$ cat src/rtl/attr_rd_pkg.sv
`timescale 1ns/1ps
package attr_rd_pkg;

   typedef enum logic [1:0] {
      PH_IDLE    = 2'd0,
      PH_SETUP   = 2'd1,
      PH_STROBE  = 2'd2,
      PH_RECOVER = 2'd3
   } phase_t;

   // ceiling conversion of a nanosecond limit into clock cycles
   function automatic int ns_to_cyc(input int ns, input int period_ns);
      return (ns + period_ns - 1) / period_ns;
   endfunction

   function automatic int imax(input int a, input int b);
      return (a > b) ? a : b;
   endfunction

endpackage

$ cat src/rtl/attr_rd_timer.sv
`timescale 1ns/1ps
module attr_rd_timer #(
   parameter int CNT_W    = 8,
   parameter bit SATURATE = 1'b1
) (
   input  logic             clk,
   input  logic             rst_n,
   input  logic             restart,
   output logic [CNT_W-1:0] count
);

   logic [CNT_W-1:0] count_inc;

   generate
      if (SATURATE) begin : g_sat
         assign count_inc = (&count) ? count : count + 1'b1;
      end else begin : g_wrap
         assign count_inc = count + 1'b1;
      end
   endgenerate

   always_ff @(posedge clk or negedge rst_n) begin
      if (!rst_n) begin
         count <= '0;
      end else if (restart) begin
         count <= '0;
      end else begin
         count <= count_inc;
      end
   end

endmodule

$ cat src/rtl/attr_rd_ctrl.sv
`timescale 1ns/1ps
module attr_rd_ctrl
   import attr_rd_pkg::*;
#(
   parameter int CNT_W       = 8,
   parameter int SETUP_CYC   = 4,
   parameter int CAPTURE_CYC = 38,
   parameter int RECOVER_CYC = 13
) (
   input  logic             clk,
   input  logic             rst_n,
   input  logic             req,
   input  logic [CNT_W-1:0] count,
   output logic             restart,
   output logic             load,
   output logic             capture,
   output logic             reg_n,
   output logic             ce_n,
   output logic             oe_n,
   output logic             busy,
   output logic             done
);

   localparam logic [CNT_W-1:0] SETUP_LAST   = CNT_W'(SETUP_CYC - 1);
   localparam logic [CNT_W-1:0] CAPTURE_LAST = CNT_W'(CAPTURE_CYC - 1);
   localparam logic [CNT_W-1:0] RECOVER_LAST = CNT_W'(RECOVER_CYC - 1);

   phase_t phase, phase_nxt;

   always_comb begin
      phase_nxt = phase;
      restart   = 1'b0;
      load      = 1'b0;
      capture   = 1'b0;
      case (phase)
         PH_IDLE: begin
            if (req) begin
               load      = 1'b1;
               restart   = 1'b1;
               phase_nxt = PH_SETUP;
            end
         end
         PH_SETUP: begin
            if (count == SETUP_LAST) begin
               phase_nxt = PH_STROBE;
            end
         end
         PH_STROBE: begin
            if (count == CAPTURE_LAST) begin
               capture   = 1'b1;
               restart   = 1'b1;
               phase_nxt = PH_RECOVER;
            end
         end
         PH_RECOVER: begin
            if (count == RECOVER_LAST) begin
               phase_nxt = PH_IDLE;
            end
         end
         default: phase_nxt = PH_IDLE;
      endcase
   end

   always_ff @(posedge clk or negedge rst_n) begin
      if (!rst_n) begin
         phase <= PH_IDLE;
         reg_n <= 1'b1;
         ce_n  <= 1'b1;
         oe_n  <= 1'b1;
         busy  <= 1'b0;
         done  <= 1'b0;
      end else begin
         phase <= phase_nxt;
         reg_n <= !((phase_nxt == PH_SETUP) || (phase_nxt == PH_STROBE));
         ce_n  <= !((phase_nxt == PH_SETUP) || (phase_nxt == PH_STROBE));
         oe_n  <= !(phase_nxt == PH_STROBE);
         busy  <= (phase_nxt != PH_IDLE);
         done  <= capture;
      end
   end

endmodule

$ cat src/rtl/attr_rd_datapath.sv
`timescale 1ns/1ps
module attr_rd_datapath #(
   parameter int ADDR_W    = 11,
   parameter int DATA_W    = 16,
   parameter bit EVEN_ONLY = 1'b1
) (
   input  logic              clk,
   input  logic              rst_n,
   input  logic              load,
   input  logic              capture,
   input  logic [ADDR_W-1:0] addr,
   input  logic [DATA_W-1:0] card_d,
   output logic [ADDR_W-1:0] card_a,
   output logic [DATA_W-1:0] rdata
);

   logic [ADDR_W-1:0] addr_fmt;

   generate
      if (EVEN_ONLY) begin : g_even
         assign addr_fmt = {addr[ADDR_W-1:1], 1'b0};
      end else begin : g_any
         assign addr_fmt = addr;
      end
   endgenerate

   always_ff @(posedge clk or negedge rst_n) begin
      if (!rst_n) begin
         card_a <= '0;
      end else if (load) begin
         card_a <= addr_fmt;
      end
   end

   always_ff @(posedge clk or negedge rst_n) begin
      if (!rst_n) begin
         rdata <= '0;
      end else if (capture) begin
         rdata <= card_d;
      end
   end

endmodule

$ cat src/rtl/attr_read_seq.sv
`timescale 1ns/1ps
module attr_read_seq
   import attr_rd_pkg::*;
#(
   parameter int CLK_PERIOD_NS   = 8,
   parameter int ADDR_W          = 11,
   parameter int DATA_W          = 16,
   parameter int T_SETUP_NS      = 30,
   parameter int T_CYCLE_NS      = 300,
   parameter int T_ADDR_ACC_NS   = 300,
   parameter int T_CE_ACC_NS     = 300,
   parameter int T_OE_ACC_NS     = 150,
   parameter int T_BUS_FREE_NS   = 100,
   parameter bit EVEN_ONLY       = 1'b1
) (
   input  logic              clk,
   input  logic              rst_n,
   input  logic              req,
   input  logic [ADDR_W-1:0] addr,
   output logic              busy,
   output logic              done,
   output logic [DATA_W-1:0] rdata,
   output logic [ADDR_W-1:0] card_a,
   input  logic [DATA_W-1:0] card_d,
   output logic              card_reg_n,
   output logic              card_ce1_n,
   output logic              card_ce2_n,
   output logic              card_oe_n,
   output logic              card_we_n
);

   localparam int SETUP_CYC   = imax(1, ns_to_cyc(T_SETUP_NS, CLK_PERIOD_NS));
   localparam int OE_CYC      = imax(1, ns_to_cyc(T_OE_ACC_NS, CLK_PERIOD_NS));
   localparam int ACC_CYC     = imax(ns_to_cyc(T_CYCLE_NS, CLK_PERIOD_NS),
                                 imax(ns_to_cyc(T_ADDR_ACC_NS, CLK_PERIOD_NS),
                                      ns_to_cyc(T_CE_ACC_NS, CLK_PERIOD_NS)));
   localparam int CAPTURE_CYC = imax(ACC_CYC, SETUP_CYC + OE_CYC);
   localparam int RECOVER_CYC = imax(1, ns_to_cyc(T_BUS_FREE_NS, CLK_PERIOD_NS));
   localparam int CNT_W       = $clog2(CAPTURE_CYC + RECOVER_CYC + 1) + 1;

   generate
      if (CLK_PERIOD_NS < 1) begin : g_bad_period
         $error("attr_read_seq: CLK_PERIOD_NS must be positive");
      end
      if (ADDR_W < 2 || DATA_W < 1) begin : g_bad_width
         $error("attr_read_seq: ADDR_W must be at least 2 and DATA_W at least 1");
      end
      if (T_SETUP_NS < 0 || T_OE_ACC_NS < 0 || T_BUS_FREE_NS < 0) begin : g_bad_time
         $error("attr_read_seq: timing limits must not be negative");
      end
   endgenerate

   logic             restart;
   logic             load;
   logic             capture;
   logic [CNT_W-1:0] count;

   attr_rd_timer #(
      .CNT_W    (CNT_W),
      .SATURATE (1'b1)
   ) u_timer (
      .clk     (clk),
      .rst_n   (rst_n),
      .restart (restart),
      .count   (count)
   );

   attr_rd_ctrl #(
      .CNT_W       (CNT_W),
      .SETUP_CYC   (SETUP_CYC),
      .CAPTURE_CYC (CAPTURE_CYC),
      .RECOVER_CYC (RECOVER_CYC)
   ) u_ctrl (
      .clk     (clk),
      .rst_n   (rst_n),
      .req     (req),
      .count   (count),
      .restart (restart),
      .load    (load),
      .capture (capture),
      .reg_n   (card_reg_n),
      .ce_n    (card_ce1_n),
      .oe_n    (card_oe_n),
      .busy    (busy),
      .done    (done)
   );

   attr_rd_datapath #(
      .ADDR_W    (ADDR_W),
      .DATA_W    (DATA_W),
      .EVEN_ONLY (EVEN_ONLY)
   ) u_dp (
      .clk     (clk),
      .rst_n   (rst_n),
      .load    (load),
      .capture (capture),
      .addr    (addr),
      .card_d  (card_d),
      .card_a  (card_a),
      .rdata   (rdata)
   );

   assign card_ce2_n = 1'b1;
   assign card_we_n  = 1'b1;

endmodule

$ cat config.mk
export PLATFORM = sky130hd
export DESIGN_NAME = attr_read_seq
export DESIGN_NICKNAME = d
export VERILOG_FILES = /design/src/rtl/attr_rd_pkg.sv /design/src/rtl/attr_rd_timer.sv /design/src/rtl/attr_rd_ctrl.sv /design/src/rtl/attr_rd_datapath.sv /design/src/rtl/attr_read_seq.sv
export SDC_FILE = /design/constraint.sdc
export NUM_CORES = 1
export LEC_CHECK = 0
export ABC_CLOCK_PERIOD_IN_PS = 2600
export BUFFER_PORTS_ARGS = -buffer_cell sky130_fd_sc_hd__buf_4
export CAP_MARGIN = 20
export CORE_ASPECT_RATIO = 1.1
export CORE_UTILIZATION = 48
export CTS_CLUSTER_SIZE = 30
export DETAILED_ROUTE_END_ITERATION = 6
export HOLD_SLACK_MARGIN = 0.12
export PLACE_DENSITY_LB_ADDON = 0.3
export SLEW_MARGIN = 0
export SYNTH_ARGS = -nofsm -noshare
export SYNTH_HDL_FRONTEND = slang
export SYNTH_HIERARCHICAL = 1
export SYNTH_SLANG_ARGS = --single-unit
$ cat constraint.sdc
create_clock -name clk -period 2.6 [get_ports clk]
set_clock_uncertainty 0.2 [all_clocks]
set_input_delay 0.26 -clock clk [delete_from_list [all_inputs] [get_ports clk]]
set_output_delay 0.26 -clock clk [all_outputs]
set_load 0.01 [all_outputs]
; Word-level counts from Yosys, hierarchy flattened
; Cells that the tools add are included.
[word_totals]
latch_bits = 0
mem_bits_ro = 0
input_bits = 30
elab_cells = 36
n_memories = 0
register_bits = 39
ramBits = 0
out_inout_bits = 34
[op_classes]
bitwise_logic = 0
multipliers = 0
n_shift = 0
n_div = 0
n_addsub = 1
eq_ne = 9
order_cmp = 0
n_reduce_logical = 6
mux = 12
[op_table]
columns = op, n
row1 = 7-bit 2-to-1 mux, 2
row2 = 2-bit 2-to-1 mux, 4
row3 = 2-bit one-hot mux with 4 select lines, 1
row4 = 7-bit by 1-bit adder with 7-bit output (second input constant), 1
row5 = 7-bit by 2-bit equality test with 1-bit output (second input constant), 1
row6 = 7-bit by 4-bit equality test with 1-bit output (second input constant), 1
row7 = 7-bit by 6-bit equality test with 1-bit output (second input constant), 1
row8 = 7-bit AND reduction, 1
row9 = 2-bit equality test (second input constant), 3
row10 = 2-bit by 1-bit equality test with 1-bit output (second input constant), 2
row11 = 1-bit 2-to-1 mux, 4
row12 = 1-bit zero test, 2
row13 = 2-bit zero test, 1
row14 = 2-bit inequality test (second input constant), 1
row15 = 1-bit one-hot mux with 2 select lines, 1
row16 = 2-bit nonzero test, 1
row17 = 1-bit logical OR, 1

; Logic depth before layout (Yosys ltp)
; Gate-level depths: netlist (run 1).
[logic_depth]
word_depth = 6
ltp_mapped = 6
mapped_depth_nobuf = 6

; Hierarchy
; The synthesis (run 1) kept the hierarchy.
[modules_own_cells]
columns = mod, n_inst, seq_area_each_um2, area_each_um2, cells_each
row1 = attr_rd_datapath, 1, 650.6, 1028.5, 57
row2 = attr_rd_ctrl, 1, 152.6, 355.3, 32
row3 = attr_rd_timer, 1, 175.2, 350.3, 33
row4 = attr_read_seq, 1, 0.0, 18.8, 3

; Worst setup path after synthesis (run 1)
; OpenSTA, ideal clock, no wires.
[synth_path]
kind = register to register
startpoint = reg u_timer.count[3]
endpoint = reg u_dp.rdata[10]
slack_ns = 0.602
required_time_ns = 2.275
period_less_slack_ns = 1.998
n_path_buf = 2
stages_incl_launch_ff = 7
setup_time_ns = 0.125
arrival_ns = 1.673
path_cell_list = dfrtp_1 -> nor4b_4 -> nand4_1 -> nor2_1 -> buf_6 -> buf_12 -> mux2_4
[synth_between]
elab_chain_cells = 3
[synth_lines]
columns = element, line_no
row1 = "start, declared", attr_rd_timer.sv:9  ; output logic [CNT_W-1:0] count
row2 = "start signal, assigned", attr_rd_timer.sv:28  ; count <= count_inc;
row3 = 7-bit by 6-bit equality test with 1-bit output, attr_rd_ctrl.sv:49  ; if (count == CAPTURE_LAST) begin
row4 = 1-bit 2-to-1 mux, attr_rd_ctrl.sv:49
row5 = 1-bit 2-to-1 mux, attr_rd_ctrl.sv:35  ; case (phase)
row6 = named net capture, attr_read_seq.sv:55  ; logic capture;
row7 = "end signal, assigned", attr_rd_datapath.sv:39  ; rdata <= card_d;
row8 = "end, declared", attr_rd_datapath.sv:14  ; output logic [DATA_W-1:0] rdata
; The timed path passes the listed nets, and every way through them passes these cells.
; A chain may end at the register's enable or synchronous reset.

; Worst setup path in the final report (run 1)
[layout_path]
startpoint = reg u_timer.count[3]
endpoint = reg u_dp.rdata[3]
; Same word-level chain as after synthesis.

==> flow_metrics.py, run 1 <==
metrics = {
    "status": {
        "status": "completed",
    },
    "clock_tree": {
        "htree_levels": 2,
        "clock-root-buffer": "clkbuf_4",
        "worstSkewPairLatency_ps": 340,
        "clkTransAtPathRegs_ps": 110,
        "cts.sinks": 39,
        "cts_resized": 0,
        "cts_inserted_buffers": 5,
        "cts_buffer_depth": 2,
        "cts_tree": "done",
    },
    "layout": {
        "drive_gt1_share_pct": 50.0,
        "nNetsFinal": 248,
        "stdcell_count": 264,
        "final_common_cell": "buf_4",
        "n_antenna_cell": 0,
        "final_area_um2": 2580,
        "final_cell_mix": "buf_4 (61), dfrtp_1 (37), dlygate4sd3_1 (28)",
        "syn2layout_area_growth_pct": 47.0,
    },
    "synth": {
        "seq_area_frac_synth_pct": 55.8,
        "avgSynthCellArea_um2": 14.0,
        "syn_area_um2": 1750,
        "ys_warn_count": 6,
        "ys_ff_latch": 39,
        "synth_cell_types": 39,
        "syn_inst": 125,
    },
    "power": {
        "peakVddDrop_v": 0.000598,
        "p_leak_nw": 1.24,
        "power_density_nw_per_um2": 778,
        "fin_total_pwr_mw": 2.01,
    },
    "run": {
        "drv_cap": 0,
    },
    "route": {
        "vias": 1336,
        "ant_nets": 0,
        "drc": 0,
        "dr.pass1.iters": 4,
        "wl_met1_um": 1650,
        "met2_length_um": 1980,
        "drt-total-wl_um": 4010,
        "vias_per_cell": 5.06,
        "drtIter0Drc": 65,
        "routedWlPerCell_um": 15.2,
        "top_layer_used": "met4",
        "dr_wl_met3_um": 254,
    },
    "grt": {
        "grt-ovfl-total": 0,
        "grt_pass1_vias": 1296,
        "grt_pass1_wl_um": 6230,
        "antenna_found_initial": 0,
        "grt_use_total_pct": 22.3,
        "grt_start_max_net_pins": 40,
    },
    "floorplan": {
        "dieWidth_um": 59.6,
        "core_area_um2": 3410,
        "start_util_pct": 51.4,
        "pin_count": 64,
        "die_y_um": 65.4,
        "num_rows": 22,
        "die_area_um2": 3900,
    },
    "sta": {
        "maxClockFrequency_ghz": 0.449,
        "finalSetupTns_ps": 0,
        "hold_violations": 0,
        "drv_slew": 0,
        "layout_min_cycle_time_ps": 2220,
        "worst_slack_ps": 375,
        "rsz0062_at_grt": "false",
        "setup_viol": 0,
        "relSlewSlack_pct": 61.0,
        "worstMarginPinSlew_ps": 583,
        "period_share_pct": 85.6,
    },
    "placement": {
        "gp_congestion": 0.774,
        "dp_hpwl_um": 2360,
        "placed_area_um2": 2210,
        "io_buffers": 59,
        "dpl.cell_count": 228,
        "post-place-ws_ps": 380,
    },
    "worst_setup_path": {
        "r2r-end": "u_dp/rdata[3]$_DFFE_PN0P_",
        "crit_end": "u_dp/rdata[3]$_DFFE_PN0P_",
        "r2r-start": "u_timer/count[3]$_DFFE_PN0P_",
        "crit_family": "simple AND/OR/NAND/NOR gates",
        "slowest_delay_ps": 510,
        "path_cells": "nor4b_4, nand4_1, nor2_2, buf_4, mux2_2",
        "critPathLaunch": "u_timer/count[3]$_DFFE_PN0P_",
        "startpoint_type": "flip-flop",
        "cp-end-kind": "flip-flop",
        "cp_num_buf_inv": 1,
        "crit_path_top_delay_cell": "dfrtp_1",
        "worstRegToRegCells": 5,
        "crit_arrival_ps": 2250,
        "r2r_setup_slack_ps": 380,
        "crit_fanout": 17,
        "critPathRequiredTime_ps": 2620,
        "cp.depth": 5,
        "critical_path_class": "reg2reg",
    },
    "worst_hold_path": {
        "hp-class": "in2async",
    },
}
==> cell type report <==
cell class | instances | area [µm²]
tap | 48 | 60.1
timing repair buffer | 89 | 738
clock inverter | 2 | 35.0
sequential | 39 | 978
multi-input combinational | 77 | 703
inverter | 3 | 11.3
clock buffer | 6 | 51.3
fill | 223 | 836
==> sequential cells by signal, summed over array words and instances, names as in the netlist <==
name	count
u_ctrl/ce_n	1
u_ctrl/phase	2
u_ctrl/done	1
u_dp/card_a	10
u_ctrl/oe_n	1
u_ctrl/busy	1
u_timer/count	7
u_dp/rdata	16
==> per-stage QoR <==
stage | util (%) | hold WS (ps)
final | 75.5 | 245
after global routing | 75.5 | 266
after CTS | 75.5 | 232
after detailed placement | 64.8 | 52.4
after global placement | 64.8 | 46.1
after floorplan | - | -236
==> cell usage after synthesis <==
library cell	number	share of area [%]
dfrtp_1	37	53
mux2_2	16	10
mux2_4	10	8.6
nor2_1	6	1.3
buf_4	4	1.7
a21oi_1	3	0.86
ha_1	3	2.1
inv_1	3	0.64
nand2_1	3	0.64
o21ai_0	3	0.86
a31oi_1	2	0.71
and3_2	2	0.86
conb_1	2	0.43
dfstp_2	2	3.0
nand3_1	2	0.57
nor3_1	2	0.57
nor3b_1	2	0.86
o21bai_1	2	0.86
a211oi_2	1	0.71
a21o_2	1	0.50
a311oi_1	1	0.50
a32o_1	1	0.57
a32oi_1	1	0.50
a41o_1	1	0.57
and2_1	1	0.36
and2b_1	1	0.43
and3_1	1	0.36
and4_2	1	0.57
and4bb_2	1	0.71
buf_12	1	1.1
buf_2	1	0.29
buf_6	1	0.64
nand2b_1	1	0.36
nand4_1	1	0.36
nand4_2	1	0.71
nor2b_1	1	0.36
nor4b_2	1	0.86
nor4b_4	1	1.4
or2_4	1	0.50
==> repair_timing <==
action                    CTS  global route
hold buffers               28             0
setup buffers               0             0
hold endpoints to repair   66             0
==> routing by layer <==
metal | vias to the layer above | global-route usage (%)
li1 | 627 | -
met1 | 640 | 26.3
met2 | 56 | 37.5
met3 | 13 | 6.10
met4 | 0 | 9.88
met5 | - | 0
==> report_power, final <==
part	leakage [nW]	internal [mW]	total, mW	switching [mW]
sequential	0.489	0.769	0.941	0.172
clock	0.0482	0.227	0.418	0.191
combinational	0.704	0.373	0.647	0.274
==> worst min-delay path by stage <==
stage	start	to	slack, ps	cells past startpoint
after floorplan	rst_n	u_ctrl/busy$_DFF_PN0_	-240	0
after global placement	rst_n	u_dp/rdata[10]$_DFFE_PN0P_	50	1
after detailed placement	rst_n	u_dp/rdata[8]$_DFFE_PN0P_	50	1
after CTS	rst_n	u_dp/rdata[5]$_DFFE_PN0P_	230	2
after global routing	rst_n	u_dp/card_a[2]$_DFFE_PN0P_	270	2
final	rst_n	u_dp/card_a[2]$_DFFE_PN0P_	240	2
==> cells by family after synthesis <==
kind of cell / after synthesis / share of synthesized area [%]
multiplexers: 26 / 18.8
adder cells (fa/ha/maj): 3 / 2.14
AND/OR/NAND/NOR: 29 / 11.7
flip-flops: 39 / 55.8
buffers and inverters: 10 / 4.43
other: 2 / 0.428
AO/OA/AOI/OAI: 16 / 6.64
Note: power is estimated with default switching activity, not from simulation.
==> run 2, diff against run 1 <==
--- a/config.mk
+++ b/config.mk
@@ -9,6 +9,7 @@
 export BUFFER_PORTS_ARGS = -buffer_cell sky130_fd_sc_hd__buf_4
 export CAP_MARGIN = 20
 export CORE_ASPECT_RATIO = 1.1
+export CORE_MARGIN = 1.5
 export CORE_UTILIZATION = 48
 export CTS_CLUSTER_SIZE = 30
 export DETAILED_ROUTE_END_ITERATION = 6
==> run 2 against run 1 <==
  * Sequential power about the same
  * Critical path depth up 1
  * Setup slack worse by 93 ps
  * Routed wire length up 11%
  * Design area unchanged
  * Highest routed layer unchanged
==> flow_metrics.py, run 2 (same netlist as run 1, synthesis figures left out) <==
metrics = {
    "status": {
        "status": "completed",
    },
    "clock_tree": {
        "cts_buffer_depth": 2,
        "clkTransAtPathRegs_ps": 120,
        "clock-root-buffer": "clkbuf_4",
        "worstSkewPairLatency_ps": 350,
        "cts_resized": 0,
        "cts.sinks": 39,
        "post-cts-setup-buffer-count": 0,
        "hold_buffers": 28,
        "htree_levels": 2,
        "cts_tree": "done",
        "cts_inserted_buffers": 5,
    },
    "worst_setup_path": {
        "slowest_delay_ps": 540,
        "r2r-end": "u_timer/count[1]$_DFFE_PN0P_",
        "r2r_setup_slack_ps": 280,
        "path_cells": "nor4b_4, nand4_1, o21bai_1, nor2b_1, o21ai_0, o21ai_0",
        "startpoint_type": "flip-flop",
        "critPathRequiredTime_ps": 2620,
        "critical_path_class": "reg2reg",
        "r2r-start": "u_timer/count[3]$_DFFE_PN0P_",
        "crit_path_top_delay_cell": "o21bai_1",
        "worstRegToRegCells": 6,
        "cpMostUsedCell": "o21ai_0",
        "crit_end": "u_timer/count[1]$_DFFE_PN0P_",
        "crit_fanout": 9,
        "critPathLaunch": "u_timer/count[3]$_DFFE_PN0P_",
        "cp-end-kind": "flip-flop",
        "crit_arrival_ps": 2330,
    },
    "sta": {
        "maxClockFrequency_ghz": 0.431,
        "rsz0062_at_grt": "false",
        "worst_slack_ps": 282,
        "setup_viol": 0,
        "holdWs_ps": 217,
        "period_share_pct": 89.1,
        "worstMarginPinSlew_ps": 628,
        "layout_min_cycle_time_ps": 2320,
        "hold_violations": 0,
        "drv_slew": 0,
        "relSlewSlack_pct": 58.0,
        "finalSetupTns_ps": 0,
    },
    "power": {
        "seqPwrFrac_pct": 46.5,
        "internal_power_mw": 1.37,
        "power_density_nw_per_um2": 788,
        "peakVddDrop_v": 0.000512,
        "fin_total_pwr_mw": 2.03,
        "pwr-share-clk_pct": 21.3,
        "p_switching_uw": 662,
        "swShare_pct": 32.6,
        "p_leak_nw": 1.24,
        "pwr-share-comb_pct": 32.3,
    },
    "grt": {
        "antenna_found_initial": 0,
        "grt_pass1_vias": 1347,
        "grt-ovfl-total": 0,
        "grt_use_total_pct": 22.5,
        "grt_pass1_wl_um": 6460,
        "grt_start_max_net_pins": 40,
    },
    "layout": {
        "final_core_util_pct": 75.5,
        "largest-register": "u_dp/rdata",
        "stdcell_count": 264,
        "nNetsFinal": 248,
        "largest_reg_flops": 16,
        "syn2layout_area_growth_pct": 47.0,
        "n_antenna_cell": 0,
        "drive_gt1_share_pct": 50.0,
        "final_area_um2": 2580,
        "final_common_cell": "buf_4",
        "final_cell_mix": "buf_4 (61), dfrtp_1 (37), dlygate4sd3_1 (28)",
        "reg.largest.list": "u_dp/rdata x16, u_dp/card_a x10, u_timer/count x7",
    },
    "floorplan": {
        "pin_count": 64,
        "start_util_pct": 51.4,
        "die_y_um": 66.4,
        "num_rows": 22,
        "die_area_um2": 4020,
        "dieWidth_um": 60.6,
        "core_area_um2": 3410,
    },
    "route": {
        "ant_nets": 0,
        "drc": 0,
        "vias": 1350,
        "drtIter0Drc": 56,
        "vias_per_cell": 5.11,
        "drt-total-wl_um": 4460,
        "dr.pass1.iters": 4,
        "routedWlPerCell_um": 16.9,
    },
    "placement": {
        "io_buffers": 59,
        "dpl.cell_count": 228,
        "dp_hpwl_um": 2700,
        "placed_area_um2": 2210,
        "gp_congestion": 0.799,
        "post-place-ws_ps": 368,
    },
    "run": {
        "drv_cap": 0,
    },
    "worst_hold_path": {
        "hp-class": "in2async",
    },
}
-- run 2: routing by layer --
layer / share of wire, % / wire length, µm / GRT usage (%)
met3: 5.8 / 260 / 5.68
met2: 52 / 2300 / 39.2
met4: 1.5 / 67 / 8.97
met1: 41 / 1830 / 25.7
met5: 0 / 0 / 0
-- run 2: area by class of cell --
type | count | area, µm²
Timing Repair Buffer | 89 | 738
Sequential cell | 39 | 978
Multi-Input combinational cell | 77 | 703
Tap cell | 48 | 60.1
Clock inverter | 2 | 35.0
Fill cell | 220 | 836
Clock buffer | 6 | 51.3
Inverter | 3 | 11.3
-- run 2: power by group through the flow --
stage / logic, mW / clock network [mW] / registers, mW
6_report: 0.655 / 0.432 / 0.944
5_1_grt: 0.704 / 0.460 / 0.968
4_1_cts: 0.652 / 0.439 / 0.942
3_5_place_dp: 0.618 / 0 / 0.951
3_3_place_gp: 0.582 / 0 / 0.939
2_1_floorplan: 0.324 / 0 / 0.961
-- run 2: how the worst min path moves through the flow --
stage,startpoint,end,slack (ps),cells past startpoint
final,rst_n,u_dp/rdata[1]$_DFFE_PN0P_,220,2
after global routing,rst_n,u_ctrl/done$_DFF_PN0_,260,2
after CTS,rst_n,u_dp/rdata[9]$_DFFE_PN0P_,220,2
after detailed placement,rst_n,u_dp/rdata[9]$_DFFE_PN0P_,60,1
after global placement,rst_n,u_dp/rdata[10]$_DFFE_PN0P_,50,1
after floorplan,rst_n,u_ctrl/busy$_DFF_PN0_,-240,0
-- run 2: worst max-delay path: cells and delay by family, from the launching register on --
family,cells,cell delay (ps)
and+or+nand+nor,3,680
AOI/OAI and AO/OA,3,760
DFF,1,530
